File: src/rtl/cfg_space_pkg.sv
package cfg_space_pkg;

   localparam logic [7:0] IDX_SELECT  = 8'h07;
   localparam logic [7:0] IDX_CHIPID  = 8'h20;
   localparam logic [7:0] IDX_REVISN  = 8'h27;
   localparam logic [7:0] IDX_ENABLE  = 8'h30;
   localparam logic [7:0] IDX_BASE_HI = 8'h60;
   localparam logic [7:0] IDX_BASE_LO = 8'h61;
   localparam logic [7:0] IDX_SPEC0   = 8'hF0;

   typedef enum logic [2:0] {
      RK_NONE,
      RK_SELECT,
      RK_CHIPID,
      RK_REVISN,
      RK_ENABLE,
      RK_BASE_HI,
      RK_BASE_LO,
      RK_SPEC
   } reg_kind_e;

   // Map an index to the register class it reaches.
   function automatic reg_kind_e decode_idx(input logic [7:0] idx,
                                            input int unsigned nspec);
      reg_kind_e k;
      k = RK_NONE;
      if (idx == IDX_SELECT)       k = RK_SELECT;
      else if (idx == IDX_CHIPID)  k = RK_CHIPID;
      else if (idx == IDX_REVISN)  k = RK_REVISN;
      else if (idx == IDX_ENABLE)  k = RK_ENABLE;
      else if (idx == IDX_BASE_HI) k = RK_BASE_HI;
      else if (idx == IDX_BASE_LO) k = RK_BASE_LO;
      else if ((int'(idx) >= int'(IDX_SPEC0)) &&
               (int'(idx) < int'(IDX_SPEC0) + int'(nspec)))
         k = RK_SPEC;
      return k;
   endfunction

endpackage

File: src/rtl/cfg_index_reg.sv
module cfg_index_reg #(
   parameter int IDX_W = 8
) (
   input  logic             clk,
   input  logic             rst_n,
   input  logic             load,
   input  logic [IDX_W-1:0] din,
   output logic [IDX_W-1:0] idx
);

   if (IDX_W < 1) begin : g_bad_w
      $error("cfg_index_reg: IDX_W must be positive");
   end

   always_ff @(posedge clk or negedge rst_n) begin
      if (!rst_n)    idx <= '0;
      else if (load) idx <= din;
   end

endmodule

File: src/rtl/cfg_global_regs.sv
module cfg_global_regs
   import cfg_space_pkg::*;
#(
   parameter int         NUM_DEV   = 15,
   parameter logic [7:0] ID_VALUE  = 8'hE9,
   parameter logic [7:0] REV_VALUE = 8'h03,
   localparam int        SEL_W     = (NUM_DEV > 1) ? $clog2(NUM_DEV) : 1
) (
   input  logic             clk,
   input  logic             rst_n,
   input  logic             wr_en,
   input  reg_kind_e        kind,
   input  logic [7:0]       wdata,
   output logic [SEL_W-1:0] sel_dev,
   output logic [7:0]       rd_val
);

   if (NUM_DEV < 1 || NUM_DEV > 256) begin : g_bad_ndev
      $error("cfg_global_regs: NUM_DEV must lie in 1..256");
   end

   logic sel_ok;
   assign sel_ok = (int'(wdata) < NUM_DEV);

   always_ff @(posedge clk or negedge rst_n) begin
      if (!rst_n)
         sel_dev <= '0;
      else if (wr_en && kind == RK_SELECT && sel_ok)
         sel_dev <= SEL_W'(wdata);
   end

   always_comb begin
      unique case (kind)
         RK_SELECT: rd_val = 8'(sel_dev);
         RK_CHIPID: rd_val = ID_VALUE;
         RK_REVISN: rd_val = REV_VALUE;
         default:   rd_val = 8'h00;
      endcase
   end

endmodule

File: src/rtl/cfg_dev_bank.sv
module cfg_dev_bank
   import cfg_space_pkg::*;
#(
   parameter int  NUM_SPEC = 2,
   localparam int SPEC_W   = (NUM_SPEC > 1) ? $clog2(NUM_SPEC) : 1
) (
   input  logic              clk,
   input  logic              rst_n,
   input  logic              sel,
   input  logic              wr_en,
   input  reg_kind_e         kind,
   input  logic [SPEC_W-1:0] spec_sel,
   input  logic [7:0]        wdata,
   output logic              active,
   output logic [15:0]       base,
   output logic [7:0]        rd_val
);

   if (NUM_SPEC < 1 || NUM_SPEC > 16) begin : g_bad_nspec
      $error("cfg_dev_bank: NUM_SPEC must lie in 1..16");
   end

   logic [NUM_SPEC-1:0][7:0] spec_q;
   logic                     bank_wr;
   logic [7:0]               spec_rd;

   assign bank_wr = wr_en & sel;

   always_ff @(posedge clk or negedge rst_n) begin
      if (!rst_n) begin
         active <= 1'b0;
         base   <= '0;
      end else if (bank_wr) begin
         if (kind == RK_ENABLE)  active     <= wdata[0];
         if (kind == RK_BASE_HI) base[15:8] <= wdata;
         if (kind == RK_BASE_LO) base[7:0]  <= wdata;
      end
   end

   for (genvar k = 0; k < NUM_SPEC; k++) begin : g_spec
      always_ff @(posedge clk or negedge rst_n) begin
         if (!rst_n)
            spec_q[k] <= '0;
         else if (bank_wr && kind == RK_SPEC && spec_sel == SPEC_W'(k))
            spec_q[k] <= wdata;
      end
   end

   always_comb begin
      spec_rd = 8'h00;
      for (int k = 0; k < NUM_SPEC; k++)
         if (spec_sel == SPEC_W'(k)) spec_rd = spec_q[k];
   end

   always_comb begin
      rd_val = 8'h00;
      if (sel) begin
         unique case (kind)
            RK_ENABLE:  rd_val = {7'b0, active};
            RK_BASE_HI: rd_val = base[15:8];
            RK_BASE_LO: rd_val = base[7:0];
            RK_SPEC:    rd_val = spec_rd;
            default:    rd_val = 8'h00;
         endcase
      end
   end

endmodule

File: src/rtl/cfg_space_ctrl.sv
module cfg_space_ctrl
   import cfg_space_pkg::*;
#(
   parameter int         NUM_DEV         = 15,
   parameter int         NUM_SPEC        = 2,
   parameter logic [7:0] ID_VALUE        = 8'hE9,
   parameter logic [7:0] REV_VALUE       = 8'h03,
   parameter bit         READ_REGISTERED = 1'b1
) (
   input  logic                  clk,
   input  logic                  rst_n,
   input  logic                  host_wr,
   input  logic                  host_rd,
   input  logic                  host_addr,
   input  logic [7:0]            host_wdata,
   output logic [7:0]            host_rdata,
   output logic [NUM_DEV-1:0]    dev_active,
   output logic [16*NUM_DEV-1:0] dev_base
);

   localparam int SEL_W  = (NUM_DEV > 1) ? $clog2(NUM_DEV) : 1;
   localparam int SPEC_W = (NUM_SPEC > 1) ? $clog2(NUM_SPEC) : 1;

   if (NUM_DEV < 1 || NUM_DEV > 256) begin : g_bad_ndev
      $error("cfg_space_ctrl: NUM_DEV must lie in 1..256");
   end
   if (NUM_SPEC < 1 || NUM_SPEC > 16) begin : g_bad_nspec
      $error("cfg_space_ctrl: NUM_SPEC must lie in 1..16");
   end

   logic              idx_load;
   logic              data_wr;
   logic [7:0]        idx_q;
   logic [SEL_W-1:0]  sel_q;
   reg_kind_e         kind;
   logic [SPEC_W-1:0] spec_sel;
   logic [7:0]        glob_rd;
   logic [NUM_DEV-1:0][7:0] bank_rd;
   logic [7:0]        bank_or;
   logic [7:0]        rd_mux;

   assign idx_load = host_wr & ~host_addr;
   assign data_wr  = host_wr &  host_addr;
   assign kind     = decode_idx(idx_q, NUM_SPEC);
   assign spec_sel = SPEC_W'(idx_q - IDX_SPEC0);

   cfg_index_reg #(.IDX_W(8)) idx_i (
      .clk   (clk),
      .rst_n (rst_n),
      .load  (idx_load),
      .din   (host_wdata),
      .idx   (idx_q)
   );

   cfg_global_regs #(
      .NUM_DEV   (NUM_DEV),
      .ID_VALUE  (ID_VALUE),
      .REV_VALUE (REV_VALUE)
   ) glob_i (
      .clk     (clk),
      .rst_n   (rst_n),
      .wr_en   (data_wr),
      .kind    (kind),
      .wdata   (host_wdata),
      .sel_dev (sel_q),
      .rd_val  (glob_rd)
   );

   for (genvar d = 0; d < NUM_DEV; d++) begin : g_bank
      cfg_dev_bank #(.NUM_SPEC(NUM_SPEC)) bank_i (
         .clk      (clk),
         .rst_n    (rst_n),
         .sel      (sel_q == SEL_W'(d)),
         .wr_en    (data_wr),
         .kind     (kind),
         .spec_sel (spec_sel),
         .wdata    (host_wdata),
         .active   (dev_active[d]),
         .base     (dev_base[16*d +: 16]),
         .rd_val   (bank_rd[d])
      );
   end

   // Only the selected bank drives a non-zero value.
   always_comb begin
      bank_or = 8'h00;
      for (int d = 0; d < NUM_DEV; d++) bank_or = bank_or | bank_rd[d];
   end

   assign rd_mux = host_addr ? (glob_rd | bank_or) : idx_q;

   if (READ_REGISTERED) begin : g_rd_reg
      always_ff @(posedge clk or negedge rst_n) begin
         if (!rst_n)       host_rdata <= 8'h00;
         else if (host_rd) host_rdata <= rd_mux;
      end
   end else begin : g_rd_comb
      assign host_rdata = rd_mux;
   end

endmodule

File: config.mk
export PLATFORM = sky130hd
export DESIGN_NAME = cfg_space_ctrl
export DESIGN_NICKNAME = d
export VERILOG_FILES = /design/src/rtl/cfg_space_pkg.sv /design/src/rtl/cfg_index_reg.sv /design/src/rtl/cfg_global_regs.sv /design/src/rtl/cfg_dev_bank.sv /design/src/rtl/cfg_space_ctrl.sv
export SDC_FILE = /design/constraint.sdc
export NUM_CORES = 1
export LEC_CHECK = 0
export BUFFER_PORTS_ARGS = -buffer_cell sky130_fd_sc_hd__buf_4
export CAP_MARGIN = 20
export CORE_UTILIZATION = 30
export DETAILED_ROUTE_END_ITERATION = 8
export PLACE_DENSITY = 0.55
export SETUP_SLACK_MARGIN = 0.4
export SLEW_MARGIN = 20
export SYNTH_ARGS = -nofsm -noshare
export SYNTH_HDL_FRONTEND = slang
export SYNTH_SLANG_ARGS = --single-unit
export TNS_END_PERCENT = 1
File: constraint.sdc
create_clock -name clk -period 4.25 [get_ports clk]
set_clock_uncertainty 0.15 [all_clocks]
set_input_delay 0.425 -clock clk [delete_from_list [all_inputs] [get_ports clk]]
set_output_delay 0.425 -clock clk [all_outputs]
set_load 0.005 [all_outputs]
==> results of run 1 <==
[power breakdown]
part | leakage [nW] | internal [mW] | switching, mW
combinational | 6.04 | 0.226 | 0.540
clock | 0.993 | 3.26 | 2.09
sequential | 7.11 | 4.98 | 0.108
total | 14.1 | 8.47 | 2.74
[kinds of logic after synthesis]
| kind of cell | count (synthesis) | synth area share, % |
|---|---|---|
| AOI/OAI and AO/OA | 332 | 9.92 |
| and+or+nand+nor | 308 | 7.22 |
| DFF | 515 | 52.9 |
| muxes | 569 | 26.2 |
| buffers and inverters | 177 | 3.70 |
[cells in the mapped netlist, types with 14 or more instances]
cell      count
nand3_1      73
o21ai_0      41
a22oi_1      78
mux2_1       80
a22o_1       14
nand2_2      30
clkbuf_1     74
a222oi_1     30
buf_2        50
mux2i_1      21
dfrtp_1     515
buf_4        28
o22ai_1      36
mux2_2      468
a21oi_1      42
nor3_1       22
a221oi_1     33
nand2_1      68
nor2_1       46
[final timing paths]
kind / startpoint / endpoint / slack [ns] / depth (start not counted)
setup / recovery: idx_i.idx[6]$_DFFE_PN0P_ / host_rdata[4]$_DFFE_PN0P_ / 0.67 / 8
hold / removal: host_addr / host_rdata[0]$_DFFE_PN0P_ / 0.1 / 4
setup reg to reg: idx_i.idx[6]$_DFFE_PN0P_ / host_rdata[4]$_DFFE_PN0P_ / 0.67 / 8
hold reg to reg: g_bank[1].bank_i.spec_q[0]$_DFFE_PN0P_ / g_bank[1].bank_i.spec_q[0]$_DFFE_PN0P_ / 0.34 / 1
max in group asynchronous: rst_n / g_bank[7].bank_i.spec_q[11]$_DFFE_PN0P_ / 2.56 / 3
min in group asynchronous: rst_n / g_bank[10].bank_i.base[6]$_DFFE_PN0P_ / 0.34 / 2
[worst reg2reg max path: stages, from the launching register on]
cell and delay, ns:
dfrtp_1 0.69, and4_4 0.92, buf_12 0.32, a221oi_1 0.13, nor3_1 0.59, or4_1 0.27, a211oi_1 0.10, a31oi_1 0.19
o22a_1 0.17
[routing by layer]
layer,up-vias,wire [um]
met5,-,53
met2,907,45600
met1,9745,42700
li1,7656,-
met4,8,4560
met3,205,8260
[sequential cells by signal, summed over array words and instances, names as in the netlist]
name,cells
g_bank.bank_i.active,15
idx_i.idx,8
glob_i.sel_dev,4
g_bank.bank_i.base,240
host_rdata,8
g_bank.bank_i.spec_q,240
[layout make-up]
class                           count  area (um^2)
Fill cell                        7843        50700
Sequential cell                   515        12900
Inverter                            4         15.0
Clock buffer                       81         1670
Tap cell                         1060         1330
Timing Repair Buffer              359         2860
Clock inverter                     24          363
Multi-Input combinational cell   1209        10600
[stage by stage]
| step | power [mW] | cells |
|---|---|---|
| 3_5_place_dp | 5.93 | 3145 |
| 5_1_grt | 11.5 | 3252 |
| 4_1_cts | 11.3 | 3252 |
| 3_3_place_gp | 5.93 | 3145 |
| 6_report | 11.2 | 3252 |
| 2_1_floorplan | 5.52 | 1901 |
[layout by cell type (no fill, tap or decap), types with 4 or more instances in the layout]
master,n
a211oi_1,4
a41oi_1,4
clkbuf_16,57
a2111oi_0,4
clkinv_2,9
nand3_1,73
o22ai_1,36
a22oi_1,78
nor3_2,10
mux2_1,80
nor3_1,20
o21ai_0,41
mux2_2,468
clkbuf_8,15
buf_12,12
nand2_1,67
nor2_1,46
a22o_1,14
and4b_1,5
a222oi_1,30
a21oi_1,42
nor3_4,9
dfrtp_1,514
nor2b_1,8
nand2_2,31
clkinvlp_4,4
buf_4,344
mux2i_1,21
bufinv_16,9
clkbuf_1,9
a31oi_1,13
a221oi_1,33
nor4_1,7
a41o_1,5
==> impl_metrics.yaml, run 1 <==
setup_path:
  setup.worst_path.end_class: "flip-flop"
  max_stage_delay_ns: 0.92
  crit_chain: "and4_4, buf_12, a221oi_1, nor3_1, or4_1, a211oi_1, a31oi_1, o22a_1"
  startpoint_type: "flip-flop"
  critPathBufInv: 1
  critical-path-slowest-cell: "and4_4"
  critPathKind: "reg -> reg"
  required_ns: 4.66
  cp_max_fo: 63
  crit_family: "simple AND/OR/NAND/NOR gates"
  worst_ep_arrival_time_ns: 4.00
yosys:
  synth_cell_types: 66
  ys_seq_elements: 515
  ys_warn_count: 0
  synthCells: 1901
  syn_area_mm2: 0.0243
  async_reset_ff_share_pct: 100
  synth_largest_area_cell: "dfrtp_1"
  avgSynthCellArea_um2: 12.8
  synth_edf_count: 0
  synth.area.top_cells: "dfrtp_1 53%, mux2_2 22%, mux2_1 3.7%"
  ys_seq_area_share_pct: 52.9
  synth_nets: 1914
  synth_top_area_share_pct: 52.9
  synthFlopType: "dfrtp_1"
timing:
  rsz0062_at_grt: "false"
  fin_setup_tns_ns: 0
  tightest_slew_ns: 1.06
  finalHoldViolCount: 0
  layout_setup_ws_ns: 0.667
  fmax_mhz: 279
  fin_crit_ns: 3.58
  maxSlewHeadroom_pct: 29.2
  drv_slew: 0
  finalSetupViolCount: 0
  period_share_pct: 84.3
  holdWs_ns: 0.0963
clock_tree:
  cts_resized: 0
  cts_setup_buffers: 0
  clk_pin_slew_ns: 0.06
  cts_buffer_depth: 3
  cts_tree: "done"
  cts_root_buf: "clkbuf_16"
  cts_hold_buf: 2
  clock_sinks: 515
  ctsHtreeMaxLevel: 2
  clk_latency_ns: 0.62
  cts_buffers: 56
finish:
  layout.nets: 2158
  drive_gt1_share_pct: 45.2
  area_delta_synth_final_pct: 22.2
  utilization_pct: 37.0
  fin_area_mm2: 0.0297
  diodes: 0
routing:
  drc: 0
  wl_per_cell_um: 31.1
  vias: 18521
  dr.pass1.iters: 6
  postRouteAntennaNets: 0
  routed_wl_um: 101000
  viasPerCell: 5.70
  drt_iter0_markers: 1961
global_route:
  grt_overflow_total: 0
  globalRouteMet1Util_pct: 33.6
  grt_pass1_wl_um: 144000
  use_met2_pct: 37.2
  grt_use_met3_pct: 4.64
  grt_usage_pct: 24.3
  antenna_found_initial: 4
  grt_busiest_layer: "met2"
  grt_pass1_vias: 18722
  grt_max_degree: 104
status:
  outcome: "complete, no violations"
die:
  dieArea_mm2: 0.0823
  row_count: 104
  die_y_um: 287
  ios: 276
  initial_core_util_pct: 30.3
  coreArea_mm2: 0.0804
  die_x_um: 287
place:
  hpwl_um: 72000
  pre_cts_ws_ns: 0.743
  placed_area_mm2: 0.0277
  routabilityCongestion: 0.944
  portBuffers: 275
power_and_ir_drop:
  power_leakage_nw: 14.1
  power_density_mw_per_mm2: 377
  ir_drop_uv: 312
flow_run:
  cap_violations: 0
hold_path:
  hp-class: "in -> reg"
No activity file was read; power rests on OpenSTA's default activity.
==> run 2: changes to the inputs <==
Clock period 4.25 ns to 3.4 ns, I/O delays scaled along.
==> run 2 against run 1 <==
  * Final cell count up 2.5%
  * Die area unchanged
  * Sequential share of layout area down 0.85 points
  * Sequential power up 25%
  * Register-to-register slack worse by 0.48 ns
  * Hold slack worse by 0.069 ns
  * Critical path type unchanged
==> impl_metrics.yaml, run 2 (synthesized netlist as in run 1, its figures left out) <==
timing:
  finalSetupViolCount: 0
  layout_setup_ws_ns: 0.188
  maxSlewHeadroom_pct: 30.1
  finalHoldViolCount: 0
  fin_setup_tns_ns: 0
  rsz0062_at_grt: "true"
  fmax_mhz: 311
  tightest_slew_ns: 1.04
  period_share_pct: 94.5
  fin_crit_ns: 3.21
  drv_slew: 0
global_route:
  use_met2_pct: 38.1
  grt_usage_pct: 24.7
  grt_busiest_layer: "met2"
  antenna_found_initial: 0
  grt_pass1_vias: 19420
  grt_max_degree: 107
  grt_use_met3_pct: 6.59
  grt_pass1_wl_um: 146000
  grt_overflow_total: 0
  globalRouteMet1Util_pct: 32.6
place:
  placed_area_mm2: 0.0283
  pre_cts_ws_ns: 0.00206
  routabilityCongestion: 0.920
  hpwl_um: 72800
  portBuffers: 275
  place_inst: 3220
power_and_ir_drop:
  ir_drop_uv: 376
  power_switching_mw: 3.48
  p_sw_share_pct: 25.1
  p_seq_share_pct: 46.0
  finalPower_mw: 13.8
  comb_power_share_pct: 7.4
  power_leakage_nw: 14.5
  power_density_mw_per_mm2: 455
  clkPwrFrac_pct: 46.6
  p_int_mw: 10.3
routing:
  postRouteAntennaNets: 0
  drt_iter0_markers: 1856
  viasPerCell: 5.67
  vias: 18886
  routed_wl_um: 103000
  drc: 0
  wl_per_cell_um: 30.9
  dr.pass1.iters: 7
clock_tree:
  cts_tree: "done"
  cts_buffer_depth: 3
  ctsHtreeMaxLevel: 2
  cts_buffers: 56
  clock_sinks: 515
  clk_latency_ns: 0.63
  clk_pin_slew_ns: 0.06
  cts_root_buf: "clkbuf_16"
setup_path:
  crit_family: "compound AO/OA/AOI/OAI gates"
  startpoint_type: "flip-flop"
  critical-path-slowest-cell: "dfrtp_1"
  required_ns: 3.76
  setup.worst_path.end_class: "flip-flop"
  max_stage_delay_ns: 0.67
  worst_ep_arrival_time_ns: 3.57
  cp_max_fo: 24
  critPathKind: "reg -> reg"
  crit_chain: "and4bb_4, buf_12, buf_4, a22o_1, nand2_1, a21oi_1, a221oi_1, a31o_2, a21boi_0"
  critPathBufInv: 2
die:
  coreArea_mm2: 0.0804
  die_x_um: 287
  initial_core_util_pct: 30.3
  die_y_um: 287
  ios: 276
  row_count: 104
  dieArea_mm2: 0.0823
finish:
  final_cell_mix: "510 x dfrtp_1, 468 x mux2_2, 412 x buf_4"
  fin_area_mm2: 0.0304
  drive_gt1_share_pct: 47.2
  layout.nets: 2238
  largestRegisters: "g_bank.bank_i.base: 240 flops, g_bank.bank_i.spec_q: 240 flops, g_bank.bank_i.active: 15 flops"
  instances_no_fill: 3332
  final_common_cell: "dfrtp_1"
  area_delta_synth_final_pct: 24.7
hold_path:
  hp-class: "in -> reg"
flow_run:
  cap_violations: 0
status:
  outcome: "complete, no violations"
run 2: changes by cell type in the layout (fill, tap and decap cells not counted), moves of 2 or more:
cell       before  now
a2111oi_0       4    2
nor4bb_2        3    1
dfrtp_1       514  510
nor4bb_1        2    4
clkbuf_1        9   12
dfrtp_2         0    4
bufinv_16       9    5
buf_12         12   18
buf_4         344  412
run 2: final cells by class:
class	instances	area, um^2
multi-input cells	1212	10700
clock buffers	85	1690
flip-flops and latches	515	12900
diodes	1	2.50
clock inverters	19	239
inverters	4	15.0
fillers	7836	50100
repair buffers	436	3520
well taps	1060	1330
run 2: worst register-to-register path: stages (launching register included):
cell,delay (ns)
dfrtp_1,0.67
and4bb_4,0.59
buf_12,0.26
buf_4,0.20
a22o_1,0.15
nand2_1,0.06
a21oi_1,0.37
a221oi_1,0.14
a31o_2,0.25
a21boi_0,0.24
run 2: path summary, 6_finish.rpt:
kind                       depth (start not counted)                                     from                                      end  slack, ns
setup reg to reg                                   9                 idx_i.idx[6]$_DFFE_PN0P_                host_rdata[3]$_DFFE_PN0P_       0.19
hold reg to reg                                    1  g_bank[10].bank_i.spec_q[5]$_DFFE_PN0P_  g_bank[10].bank_i.spec_q[5]$_DFFE_PN0P_       0.34
max in group asynchronous                          4                                    rst_n     g_bank[3].bank_i.base[5]$_DFFE_PN0P_       1.86
min in group asynchronous                          2                                    rst_n    g_bank[10].bank_i.base[3]$_DFFE_PN0P_       0.11
setup / recovery                                   9                 idx_i.idx[6]$_DFFE_PN0P_                host_rdata[3]$_DFFE_PN0P_       0.19
hold / removal                                     4                                host_addr                host_rdata[0]$_DFFE_PN0P_       0.03
run 2: repair_timing:
item	CTS	global route
hold buffers	3	0
pin swaps	4	0
hold endpoints to repair	112	0
resized for setup	12	1
endpoints found under the setup margin	39	161
setup buffers	1	0
cloned	3	0
run 2: power by group through the flow:
stage	registers, mW	logic (mW)	clock network, mW
after floorplan	6.38	0.524	0
after global placement	6.45	0.979	0
after detailed placement	6.46	0.988	0
after CTS	6.35	1.02	6.52
after global routing	6.37	1.08	6.77
final	6.36	1.02	6.44
run 2: layer usage:
| layer | share of wire, % | wire length, um |
|---|---|---|
| met1 | 42 | 42700 |
| met2 | 45 | 46600 |
| met3 | 8.7 | 8900 |
| met4 | 4.5 | 4590 |
| met5 | 0 | 0 |
run 2: per-stage QoR:
| stage | hold slack [ns] | util, % |
|---|---|---|
| 6_report | 0.0274 | 37.7 |
| 5_1_grt | 0.0311 | 37.7 |
| 4_1_cts | 0.000712 | 37.7 |
| 3_5_place_dp | 0.181 | 35.2 |
| 3_3_place_gp | 0.175 | 35.2 |
| 2_1_floorplan | -0.106 | - |
==> run 3: changes to the inputs <==
Settings changed: CELL_PAD_IN_SITES_DETAIL_PLACEMENT from default to 0, CELL_PAD_IN_SITES_GLOBAL_PLACEMENT from default to 1, PLACE_DENSITY 0.55 to 0.62, RECOVER_POWER from default to 50, SLEW_MARGIN 20 to 40.
==> run 3 against run 2 <==
  * Maximum frequency rose by 1.0%
  * Utilization decreased by 0.19 points
  * Sequential share of layout area increased by 0.21 points
  * Critical path depth down 1
  * Power is 0.94% higher
  * The run now ends with capacitance limit, slew limit left
==> impl_metrics.yaml, run 3 (synthesized netlist as in run 1, its figures left out) <==
place:
  placed_area_mm2: 0.0282
  portBuffers: 275
  routabilityCongestion: 0.915
  hpwl_um: 73700
setup_path:
  setup.worst_path.end_class: "flip-flop"
  startpoint_type: "flip-flop"
  crit_family: "simple AND/OR/NAND/NOR gates"
  crit_chain: "nand4bb_1, nor3_2, buf_12, a222oi_1, o22ai_1, or4_1, a21oi_1, a31oi_1"
  cp.depth: 8
  required_ns: 3.75
  cp_max_fo: 30
  max_stage_delay_ns: 0.66
  rr_startpoint: "idx_i.idx[7]$_DFFE_PN0P_"
  reg2reg_to: "host_rdata[5]$_DFFE_PN0P_"
  reg2regPathDepth: 8
  critPathKind: "reg -> reg"
  reg2reg_setup_slack_ns: 0.22
  critical-path-slowest-cell: "dfrtp_1"
  worst_ep_arrival_time_ns: 3.53
  critPathBufInv: 1
power_and_ir_drop:
  power_density_mw_per_mm2: 462
  ir_drop_uv: 376
  power_leakage_nw: 14.3
routing:
  drc: 0
  routed_wl_um: 104000
  postRouteAntennaNets: 0
  wl_per_cell_um: 31.4
  drt_iter0_markers: 2001
  viasPerCell: 5.70
  dr.pass1.iters: 6
  vias: 18893
global_route:
  grt_pass1_vias: 19160
  grt_max_degree: 95
  grt_overflow_total: 0
  grt_usage_pct: 24.9
  antenna_found_initial: 3
  grt_pass1_wl_um: 148000
finish:
  area_delta_synth_final_pct: 24.1
  largestRegisters: "g_bank.bank_i.base: 240 flops, g_bank.bank_i.spec_q: 240 flops, g_bank.bank_i.active: 15 flops"
  seqCellArea_mm2: 0.0129
  diodes: 0
  final_cell_mix: "511 x dfrtp_1, 468 x mux2_2, 267 x buf_4"
  multi_input_area_mm2: 0.0107
  layout.nets: 2222
  fin_area_mm2: 0.0302
  fill_cells: 7780
  drive_gt1_share_pct: 45.9
  final_common_cell: "dfrtp_1"
clock_tree:
  ctsHtreeMaxLevel: 2
  cts_tree: "done"
  cts_root_buf: "clkbuf_16"
  cts_buffers: 56
  clk_latency_ns: 0.63
  clk_pin_slew_ns: 0.07
  cts_buffer_depth: 3
  clock_sinks: 515
flow_run:
  cap_violations: 2
timing:
  rsz0062_at_grt: "true"
  period_share_pct: 93.5
  fin_setup_tns_ns: 0
  finalHoldViolCount: 0
  finalSetupViolCount: 0
  drv_slew: 104
  tightest_slew_ns: 2.49
  fin_crit_ns: 3.18
  fmax_mhz: 315
  maxSlewHeadroom_pct: -66.3
hold_path:
  holdPathStages: 3
  hp-start: "host_wdata[0]"
  hp-class: "in -> reg"
  min_to: "idx_i.idx[0]$_DFFE_PN0P_"
die:
  die_x_um: 287
  ios: 276
  initial_core_util_pct: 30.3
  coreArea_mm2: 0.0804
  die_y_um: 287
  row_count: 104
  dieArea_mm2: 0.0823
status:
  outcome: "complete, but fails checks"
  violations: "capacitance limit, slew limit"
## run 3: cell types whose count changed in the layout (fill, tap and decap cells not counted), sizes merged
| cell | change |
|---|---|
| clkdlybuf4s18 | -1 |
| bufinv | +3 |
| dlygate4sd3 | +1 |
| and4 | -1 |
| clkbuf | +120 |
| buf | -145 |
| and4bb | +1 |
| diode | -1 |
| clkinv | +6 |
## run 3: what timing repair did
item	in CTS	in global routing
gates cloned	2	1
gates resized for setup	8	14
endpoints found under the setup margin	50	242
pin swaps	4	1
hold buffers	4	0
buffers inserted	6	0
endpoints found under the hold margin	90	0
## run 3: per-layer routing
metal	track usage [%]	wire (um)
met1	35.4	46300
met2	37.8	46400
met3	4.67	7390
met4	8.58	3990
met5	0	12
## run 3: where the power goes
part	internal, mW	switching (mW)
Combinational	0.322	0.710
Clock	3.92	2.66
Sequential	6.23	0.109
## run 3: worst max path at each step
stage	start	to	slack, ns
floorplan	idx_i.idx[2]$_DFFE_PN0P_	g_bank[13].bank_i.spec_q[10]$_DFFE_PN0P_	0.93
global placement	glob_i.sel_dev[3]$_DFFE_PN0P_	host_rdata[7]$_DFFE_PN0P_	-0.06
detailed placement	idx_i.idx[6]$_DFFE_PN0P_	host_rdata[7]$_DFFE_PN0P_	-0.04
CTS	idx_i.idx[6]$_DFFE_PN0P_	host_rdata[5]$_DFFE_PN0P_	0.35
global route	rst_n	g_bank[1].bank_i.spec_q[1]$_DFFE_PN0P_	0.16
finish	idx_i.idx[7]$_DFFE_PN0P_	host_rdata[5]$_DFFE_PN0P_	0.22
## run 3: cell type report
cell class	instances	share of cell area (%)
Sequential cell	515	42.7
Multi-Input combinational cell	1212	35.5
Timing Repair Buffer	420	10.8
Clock buffer	76	5.32
Tap cell	1060	4.39
Clock inverter	28	1.23
Inverter	4	0.0497
## run 3: per-stage QoR
| step | worst slack (ns) | power (mW) | std cells | utilization (%) | hold WS (ns) |
|---|---|---|---|---|---|
| floorplan | 0.934 | 6.90 | 1901 | - | -0.106 |
| global route | 0.156 | 14.4 | 3315 | 37.6 | 0.0736 |
| global placement | -0.0602 | 7.42 | 3198 | 35.0 | 0.289 |
| CTS | 0.351 | 14.0 | 3314 | 37.6 | 0.00795 |
| detailed placement | -0.0370 | 7.43 | 3198 | 35.0 | 0.289 |
| finish | 0.221 | 14.0 | 3315 | 37.6 | 0.0409 |
## run 3: worst register-to-register path: cells and delay by family, from the launching register on
family,cells,cell delay [ns]
flops,1,0.66
compound gates,4,0.95
buf+inv,1,0.22
simple gates,3,1.08
